[src/rtl/uart_fifo_pkg.sv]
package uart_fifo_pkg;

  typedef struct packed {
    logic push_ok;
    logic pop_ok;
    logic drop;
  } fifo_ev_t;

  function automatic int unsigned rx_trig_level(input logic [1:0] sel, input int unsigned depth);
    case (sel)
      2'd0:    return 1;
      2'd1:    return depth / 4;
      2'd2:    return depth / 2;
      default: return depth - 4;
    endcase
  endfunction

  function automatic int unsigned tx_trig_level(input logic [1:0] sel, input int unsigned depth);
    case (sel)
      2'd0:    return depth / 2;
      2'd1:    return depth / 4;
      2'd2:    return depth / 8;
      default: return 1;
    endcase
  endfunction

endpackage

[src/rtl/ufc_fifo.sv]
module ufc_fifo
  import uart_fifo_pkg::*;
#(
  parameter int unsigned DEPTH = 32,
  parameter int unsigned W     = 8,
  localparam int unsigned PTR_W = $clog2(DEPTH),
  localparam int unsigned CNT_W = $clog2(DEPTH + 1)
) (
  input  logic             clk_i,
  input  logic             rst_ni,
  input  logic             clr_i,
  input  logic             single_i,
  input  logic             push_i,
  input  logic [W-1:0]     wdata_i,
  input  logic             pop_i,
  output logic [W-1:0]     rdata_o,
  output logic [W-1:0]     head_o,
  output logic [CNT_W-1:0] count_o,
  output fifo_ev_t         ev_o
);

  logic [W-1:0]     mem_q [DEPTH];
  logic [PTR_W-1:0] wptr_q, rptr_q;
  logic [CNT_W-1:0] count_q, cap;
  logic [W-1:0]     rdata_q;
  logic             pop_ok, push_ok;

  function automatic logic [PTR_W-1:0] inc(input logic [PTR_W-1:0] p);
    return (p == PTR_W'(DEPTH - 1)) ? '0 : p + PTR_W'(1);
  endfunction

  assign cap     = single_i ? CNT_W'(1) : CNT_W'(DEPTH);
  assign pop_ok  = pop_i & ~clr_i & (count_q != '0);
  // a same-cycle pop frees the slot the push needs
  assign push_ok = push_i & ~clr_i & ((count_q < cap) | pop_ok);

  always_ff @(posedge clk_i) begin
    if (push_ok) mem_q[wptr_q] <= wdata_i;
  end

  always_ff @(posedge clk_i or negedge rst_ni) begin
    if (!rst_ni) begin
      wptr_q  <= '0;
      rptr_q  <= '0;
      count_q <= '0;
      rdata_q <= '0;
    end else if (clr_i) begin
      wptr_q  <= '0;
      rptr_q  <= '0;
      count_q <= '0;
    end else begin
      if (push_ok) wptr_q <= inc(wptr_q);
      if (pop_ok) begin
        rptr_q  <= inc(rptr_q);
        rdata_q <= mem_q[rptr_q];
      end
      count_q <= count_q + CNT_W'(push_ok) - CNT_W'(pop_ok);
    end
  end

  assign rdata_o      = rdata_q;
  assign head_o       = mem_q[rptr_q];
  assign count_o      = count_q;
  assign ev_o.push_ok = push_ok;
  assign ev_o.pop_ok  = pop_ok;
  assign ev_o.drop    = push_i & ~clr_i & ~push_ok;

  p_level_bound_r2: assert property (@(posedge clk_i) disable iff (!rst_ni)
    count_q <= CNT_W'(DEPTH));
  p_single_bound_r2: assert property (@(posedge clk_i) disable iff (!rst_ni)
    (single_i && $stable(single_i) && !clr_i && count_q <= CNT_W'(1)) |=> count_q <= CNT_W'(1));
  p_empty_pop_r4: assert property (@(posedge clk_i) disable iff (!rst_ni)
    (pop_i && count_q == '0) |=> $stable(rdata_o));
  p_clear_wins_r5: assert property (@(posedge clk_i) disable iff (!rst_ni)
    clr_i |=> count_q == '0);
  p_pushpop_level_r11: assert property (@(posedge clk_i) disable iff (!rst_ni)
    (push_i && pop_i && !clr_i && count_q != '0) |=> $stable(count_q));

endmodule

[src/rtl/ufc_rx_status.sv]
module ufc_rx_status
  import uart_fifo_pkg::*;
#(
  parameter int unsigned DEPTH = 32,
  localparam int unsigned CNT_W = $clog2(DEPTH + 1)
) (
  input  logic             clk_i,
  input  logic             rst_ni,
  input  logic             clr_i,
  input  fifo_ev_t         ev_i,
  input  logic             push_err_i,
  input  logic [2:0]       head_err_i,
  input  logic [CNT_W-1:0] count_i,
  output logic             overrun_o,
  output logic             err_held_o,
  output logic [2:0]       head_err_o
);

  logic [CNT_W-1:0] err_cnt_q;
  logic             overrun_q;
  logic             err_in, err_out;

  assign err_in  = ev_i.push_ok & push_err_i;
  assign err_out = ev_i.pop_ok & (|head_err_i);

  always_ff @(posedge clk_i or negedge rst_ni) begin
    if (!rst_ni) begin
      err_cnt_q <= '0;
      overrun_q <= 1'b0;
    end else if (clr_i) begin
      err_cnt_q <= '0;
      overrun_q <= 1'b0;
    end else begin
      err_cnt_q <= err_cnt_q + CNT_W'(err_in) - CNT_W'(err_out);
      if (ev_i.drop) overrun_q <= 1'b1;
    end
  end

  assign overrun_o  = overrun_q;
  assign err_held_o = (err_cnt_q != '0);
  assign head_err_o = (count_i != '0) ? head_err_i : 3'b000;

  p_err_within_level_r7: assert property (@(posedge clk_i) disable iff (!rst_ni)
    err_cnt_q <= count_i);
  p_overrun_sticky_r3: assert property (@(posedge clk_i) disable iff (!rst_ni)
    (overrun_q && !clr_i) |=> overrun_q);

endmodule

[src/rtl/ufc_ready.sv]
module ufc_ready
  import uart_fifo_pkg::*;
#(
  parameter int unsigned DEPTH = 32,
  localparam int unsigned CNT_W = $clog2(DEPTH + 1)
) (
  input  logic             block_i,
  input  logic [1:0]       rx_sel_i,
  input  logic [1:0]       tx_sel_i,
  input  logic [CNT_W-1:0] rx_count_i,
  input  logic [CNT_W-1:0] tx_count_i,
  output logic             rx_req_o,
  output logic             tx_req_o
);

  logic [CNT_W-1:0] rx_trig, tx_trig;

  assign rx_trig = CNT_W'(rx_trig_level(rx_sel_i, DEPTH));
  assign tx_trig = CNT_W'(tx_trig_level(tx_sel_i, DEPTH));

  always_comb begin
    if (block_i) begin
      rx_req_o = (rx_count_i >= rx_trig);
      tx_req_o = (tx_count_i < tx_trig);
    end else begin
      rx_req_o = (rx_count_i != '0);
      tx_req_o = (tx_count_i == '0);
    end
  end

endmodule

[src/rtl/uart_fifo_ctrl.sv]
module uart_fifo_ctrl
  import uart_fifo_pkg::*;
#(
  parameter int unsigned DEPTH = 32,
  localparam int unsigned CNT_W = $clog2(DEPTH + 1)
) (
  input  logic             clk_i,
  input  logic             rst_ni,
  input  logic             fifo_en_i,
  input  logic             dma_mode_i,
  input  logic [1:0]       rx_trig_sel_i,
  input  logic [1:0]       tx_trig_sel_i,
  input  logic             rx_clr_i,
  input  logic             tx_clr_i,
  input  logic [2:0]       irq_en_i,
  input  logic             tx_push_i,
  input  logic [7:0]       tx_data_i,
  input  logic             tx_pop_i,
  input  logic             tx_busy_i,
  output logic [7:0]       tx_data_o,
  output logic [7:0]       tx_peek_o,
  input  logic             rx_push_i,
  input  logic [7:0]       rx_data_i,
  input  logic [2:0]       rx_err_i,
  input  logic             rx_pop_i,
  output logic [7:0]       rx_data_o,
  output logic [2:0]       rx_pop_err_o,
  output logic [7:0]       rx_peek_o,
  output logic [CNT_W-1:0] tx_level_o,
  output logic [CNT_W-1:0] rx_level_o,
  output logic [7:0]       lsr_o,
  output logic             txrdy_no,
  output logic             rxrdy_no,
  output logic             tx_irq_o,
  output logic             rx_irq_o,
  output logic             ls_irq_o
);

  logic             en_q, en_chg, rx_clr, tx_clr;
  fifo_ev_t         tx_ev, rx_ev;
  logic [10:0]      rx_rdata, rx_head;
  logic [CNT_W-1:0] tx_cnt, rx_cnt;
  logic             overrun, err_held, rx_req, tx_req;
  logic [2:0]       head_err;

  always_ff @(posedge clk_i or negedge rst_ni) begin
    if (!rst_ni) en_q <= 1'b0;
    else         en_q <= fifo_en_i;
  end

  assign en_chg = en_q ^ fifo_en_i;
  assign rx_clr = rx_clr_i | en_chg;
  assign tx_clr = tx_clr_i | en_chg;

  ufc_fifo #(.DEPTH(DEPTH), .W(8)) u_tx_fifo (
    .clk_i, .rst_ni,
    .clr_i    (tx_clr),
    .single_i (~fifo_en_i),
    .push_i   (tx_push_i),
    .wdata_i  (tx_data_i),
    .pop_i    (tx_pop_i),
    .rdata_o  (tx_data_o),
    .head_o   (tx_peek_o),
    .count_o  (tx_cnt),
    .ev_o     (tx_ev)
  );

  ufc_fifo #(.DEPTH(DEPTH), .W(11)) u_rx_fifo (
    .clk_i, .rst_ni,
    .clr_i    (rx_clr),
    .single_i (~fifo_en_i),
    .push_i   (rx_push_i),
    .wdata_i  ({rx_err_i, rx_data_i}),
    .pop_i    (rx_pop_i),
    .rdata_o  (rx_rdata),
    .head_o   (rx_head),
    .count_o  (rx_cnt),
    .ev_o     (rx_ev)
  );

  ufc_rx_status #(.DEPTH(DEPTH)) u_rx_status (
    .clk_i, .rst_ni,
    .clr_i      (rx_clr),
    .ev_i       (rx_ev),
    .push_err_i (|rx_err_i),
    .head_err_i (rx_head[10:8]),
    .count_i    (rx_cnt),
    .overrun_o  (overrun),
    .err_held_o (err_held),
    .head_err_o (head_err)
  );

  ufc_ready #(.DEPTH(DEPTH)) u_ready (
    .block_i    (fifo_en_i & dma_mode_i),
    .rx_sel_i   (rx_trig_sel_i),
    .tx_sel_i   (tx_trig_sel_i),
    .rx_count_i (rx_cnt),
    .tx_count_i (tx_cnt),
    .rx_req_o   (rx_req),
    .tx_req_o   (tx_req)
  );

  assign rx_data_o    = rx_rdata[7:0];
  assign rx_pop_err_o = rx_rdata[10:8];
  assign rx_peek_o    = rx_head[7:0];
  assign tx_level_o   = tx_cnt;
  assign rx_level_o   = rx_cnt;

  assign lsr_o = {err_held,
                  (tx_cnt == '0) & ~tx_busy_i,
                  (tx_cnt == '0),
                  head_err,
                  overrun,
                  (rx_cnt != '0)};

  assign rxrdy_no = ~rx_req;
  assign txrdy_no = ~tx_req;
  assign rx_irq_o = irq_en_i[0] & rx_req;
  assign tx_irq_o = irq_en_i[1] & tx_req;
  assign ls_irq_o = irq_en_i[2] & (overrun | (|head_err));

  p_idle_implies_empty_r6: assert property (@(posedge clk_i) disable iff (!rst_ni)
    lsr_o[6] |-> lsr_o[5]);
  p_char_mode_rx_r8: assert property (@(posedge clk_i) disable iff (!rst_ni)
    (!(fifo_en_i && dma_mode_i) && lsr_o[0]) |-> !rxrdy_no);
  p_tx_drop_silent_r3: assert property (@(posedge clk_i) disable iff (!rst_ni)
    tx_ev.drop |-> (!tx_ev.push_ok && tx_level_o != '0));
  p_tx_pop_data_r4: assert property (@(posedge clk_i) disable iff (!rst_ni)
    tx_ev.pop_ok |=> tx_data_o == $past(tx_peek_o));
  p_polled_quiet_r10: assert property (@(posedge clk_i) disable iff (!rst_ni)
    (irq_en_i == 3'b000) |-> !(tx_irq_o || rx_irq_o || ls_irq_o));

endmodule

[config.mk]
export PLATFORM = sky130hd
export DESIGN_NAME = uart_fifo_ctrl
export DESIGN_NICKNAME = d
export VERILOG_FILES = /design/src/rtl/uart_fifo_pkg.sv /design/src/rtl/ufc_fifo.sv /design/src/rtl/ufc_rx_status.sv /design/src/rtl/ufc_ready.sv /design/src/rtl/uart_fifo_ctrl.sv
export SDC_FILE = /design/constraint.sdc
export NUM_CORES = 1
export LEC_CHECK = 0
export ABC_AREA = 1
export BUFFER_PORTS_ARGS = -buffer_cell sky130_fd_sc_hd__buf_2
export CAP_MARGIN = 20
export CORE_MARGIN = 4
export CORE_UTILIZATION = 50
export DETAILED_ROUTE_END_ITERATION = 10
export PLACE_DENSITY = 0.65
export SLEW_MARGIN = 30
export SYNTH_ARGS = -nofsm -noshare
export SYNTH_HDL_FRONTEND = slang
export SYNTH_SLANG_ARGS = --single-unit
[constraint.sdc]
create_clock -name clk_i -period 3.62 [get_ports clk_i]
set_input_delay 0.905 -clock clk_i [delete_from_list [all_inputs] [get_ports clk_i]]
set_output_delay 0.905 -clock clk_i [all_outputs]
set_load 0.05 [all_outputs]
==> results.cfg <==
[routing]
wl_per_cell_um = 22.3
first_pass_iters = 5
drtIter0Drc = 2193
viasPerCell = 5.78
drt.antenna.violating_nets = 0
drc_errors = 0
wl_um = 74000
dr_total_vias = 19148

[grt]
grt_pass1_wl_um = 110000
antenna_found_initial = 1
grt_pass1_vias = 18247
groute.usage.overall_pct = 24.1
gr-total-overflow = 0
grt_start_max_net_pins = 54

[placed_design]
place.port_buffers = 96
gp_congestion = 0.869
dp_cells = 3149
place_area_mm2 = 0.0297
dp_hpwl_um = 44500

[timing]
rsz0062_at_grt = true
final_hold_viol_count = 0
setup_viol = 0
max-slew-margin-rel_pct = 44.3
fmax_ghz = 0.279
fin_crit_sh_pct = 99.1
skew_ns = 0.0288
worstMarginPinSlew_ns = 0.835
fin_setup_tns_ns = 0
finalCriticalPeriod_ns = 3.59
finalMaxSlewViolations = 0

[clock_tree]
numCtsBuffers = 70
cts-htree-levels = 3
clock_latency_ns = 0.61
ctsHoldBuffers = 0
clock_path_buffers = 3
clkSlewWorstSetupHoldPaths_ns = 0.06
cts_root_buffer = clkbuf_16
cts_tree = yes
clock-sinks = 667

[power_and_ir_drop]
ir_drop_mv = 0.474
power.density_mw_per_mm2 = 529
p_total_mw = 17.6
leakage_nw = 12.3

[worst_setup_path]
critPathMaxFanout = 22
cpPeakStageDelay_ns = 0.48
start_kind = flop
end_kind = output pin
regToRegStartpoint = u_rx_fifo.rptr_q[0]
r2r-end = u_rx_status.err_cnt_q[4]
reg2reg_slack_ns = 0.26
arrival_ns = 2.68
cp_cell_sequence = clkinv_8 > buf_4 > buf_12 > buf_12 > o21ai_0 > o22ai_2 > nand2_1 > o211ai_1 > nand2_2 > nand2_2 > buf_6
crit_type = reg -> out
ff2ff_path_depth = 23
required_ns = 2.71
critPathSlowestCell = dfrtp_4

[final_layout]
drive_gt1_share_pct = 18.4
fin_cells = 3314
design_area_mm2 = 0.0332
fin_nets = 2601
antenna_cells = 0
multi_input_area_mm2 = 0.00759
layout.area.seq_mm2 = 0.0197
area_delta_synth_final_pct = 18.9
nFillCells = 4279

[synth]
ys_types = 45
syn_inst = 2321
syn_avg_cell_area_um2 = 12.0
yosysSeqAreaShare_pct = 70.7
syn-cell-area_mm2 = 0.0279
synth_area_leaders = edfxtp_1, nand2_1, dfrtp_1
yosys_warnings = 0
ys_seq_elements = 667
synth_fp_nets = 2410
post-synth-top-area-cell = edfxtp_1
synth.top_cell.area_share_pct = 65.4

[status]
status = completed

[floorplanning]
initial_core_util_pct = 50.6
rows = 86
core-area_mm2 = 0.0552
die_h_um = 244
ioPinCount = 97
die_area_mm2 = 0.0597
die_x_um = 244

[flow_run]
cap_viol_max_count = 0

[min_path]
hp-class = in -> async
==> flip-flops by register name (all words and copies together), names as in the netlist, 6 cells and up <==
signal,flops
u_rx_fifo.mem_q,352
u_tx_fifo.mem_q,256
u_rx_fifo.rdata_o,11
u_tx_fifo.rdata_o,8
u_rx_fifo.count_o,6
u_rx_status.err_cnt_q,6
u_tx_fifo.count_o,6
==> layout by cell type, fill, tap and decap left out, drive strengths merged, types with 37 or more instances in the layout <==
cell,instances
a21oi,93
buf,237
clkbuf,102
dfrtp,59
edfxtp,608
ha,49
inv,98
nand2,427
nand3,154
nor2,305
o21ai,216
o221ai,39
o22ai,37
==> synth_stat cells, drive strengths merged <==
library cell,instances
o211ai,21
o21ai,216
nand4,1
clkbuf,64
o32ai,1
inv,98
o2bb2ai,2
or2,2
a21oi,93
o21a,2
and2,8
a211oi,16
or3b,1
xor2,8
dfrtp,59
mux2i,16
edfxtp,608
o22ai,37
nor4,1
a22oi,1
nand3,154
a31oi,11
o21bai,2
nor2,305
nor3,4
fa,3
o221ai,39
clkinv,4
buf,68
nand2,427
ha,49
==> worst max-delay path: cells and delay by family, from the launching register on <==
family,cells,cell delay [ns]
buffers and inverters,5,0.66
AO/OA/AOI/OAI,3,0.53
flip-flops,1,0.48
AND/OR/NAND/NOR,3,0.38
==> how the worst max path moves through the flow <==
stage                                    start                  endpoint  slack (ns)  depth (start not counted)
after global placement     u_rx_fifo.rptr_q[0]  u_rx_status.err_cnt_q[4]        0.27                         23
after floorplan           u_rx_fifo.count_o[2]      u_rx_fifo.count_o[4]         0.1                         17
final                      u_rx_fifo.rptr_q[0]              rx_peek_o[4]        0.03                         11
after global routing       u_rx_fifo.rptr_q[0]                  lsr_o[2]       -0.05                         14
after detailed placement             fifo_en_i      u_tx_fifo.count_o[4]        0.21                         17
after CTS                  u_tx_fifo.rptr_q[0]              tx_peek_o[3]      -0.008                          8
==> area by class of cell <==
type,instances,share of cell area [%]
repair buffers,250,6.91
clock buffers,91,5.67
inverters,102,1.27
flip-flops and latches,667,59.4
clock inverters,35,1.01
repair inverters,1,0.0264
well taps,748,2.82
multi-input cells,1420,22.8
==> routing by layer <==
metal | share of wire (%) | GRT usage, % | vias to the layer above
met4 | 2.8 | 8.03 | 0
met2 | 45 | 36.7 | 937
met3 | 9.3 | 4.75 | 134
met5 | 0 | 0 | -
li1 | - | - | 8678
met1 | 42 | 35.2 | 9399
==> through the flow <==
| step | hold slack (ns) | setup slack (ns) | utilization, % |
|---|---|---|---|
| 2_1_floorplan | 0.479 | 0.0966 | - |
| 3_3_place_gp | 0.472 | 0.270 | 53.9 |
| 3_5_place_dp | 0.472 | 0.212 | 53.9 |
| 4_1_cts | 0.323 | -0.00827 | 58.7 |
| 5_1_grt | 0.368 | -0.0532 | 60.2 |
| 6_report | 0.337 | 0.0318 | 60.2 |
==> logic make-up (layout without fill, tap and decap cells) <==
logic type | Yosys count | after routing | synth area share [%]
AOI/OAI and AO/OA | 441 | 441 | 9.07
xor gates and xnor gates | 8 | 8 | 0.278
adders and majority gates | 52 | 52 | 2.41
buffers and inverters | 234 | 479 | 3.65
DFF | 667 | 667 | 70.7
muxes | 16 | 16 | 0.573
and+or+nand+nor | 903 | 903 | 13.4
==> power breakdown <==
group / total (mW) / switching (mW) / internal (mW) / leakage (nW)
Combinational: 1.99 / 1.44 / 0.554 / 4.99
Sequential: 8.63 / 0.0843 / 8.54 / 6.25
Clock: 6.94 / 2.90 / 4.04 / 1.08
Total: 17.6 / 4.43 / 13.1 / 12.3
==> repair_timing <==
item,4_1_cts,5_1_grt
buffers inserted,5,21
endpoints found under the setup margin,18,20
pin swaps,5,50
gates resized for setup,64,135
cloned,6,9
Power figures use the tool's default switching activity.
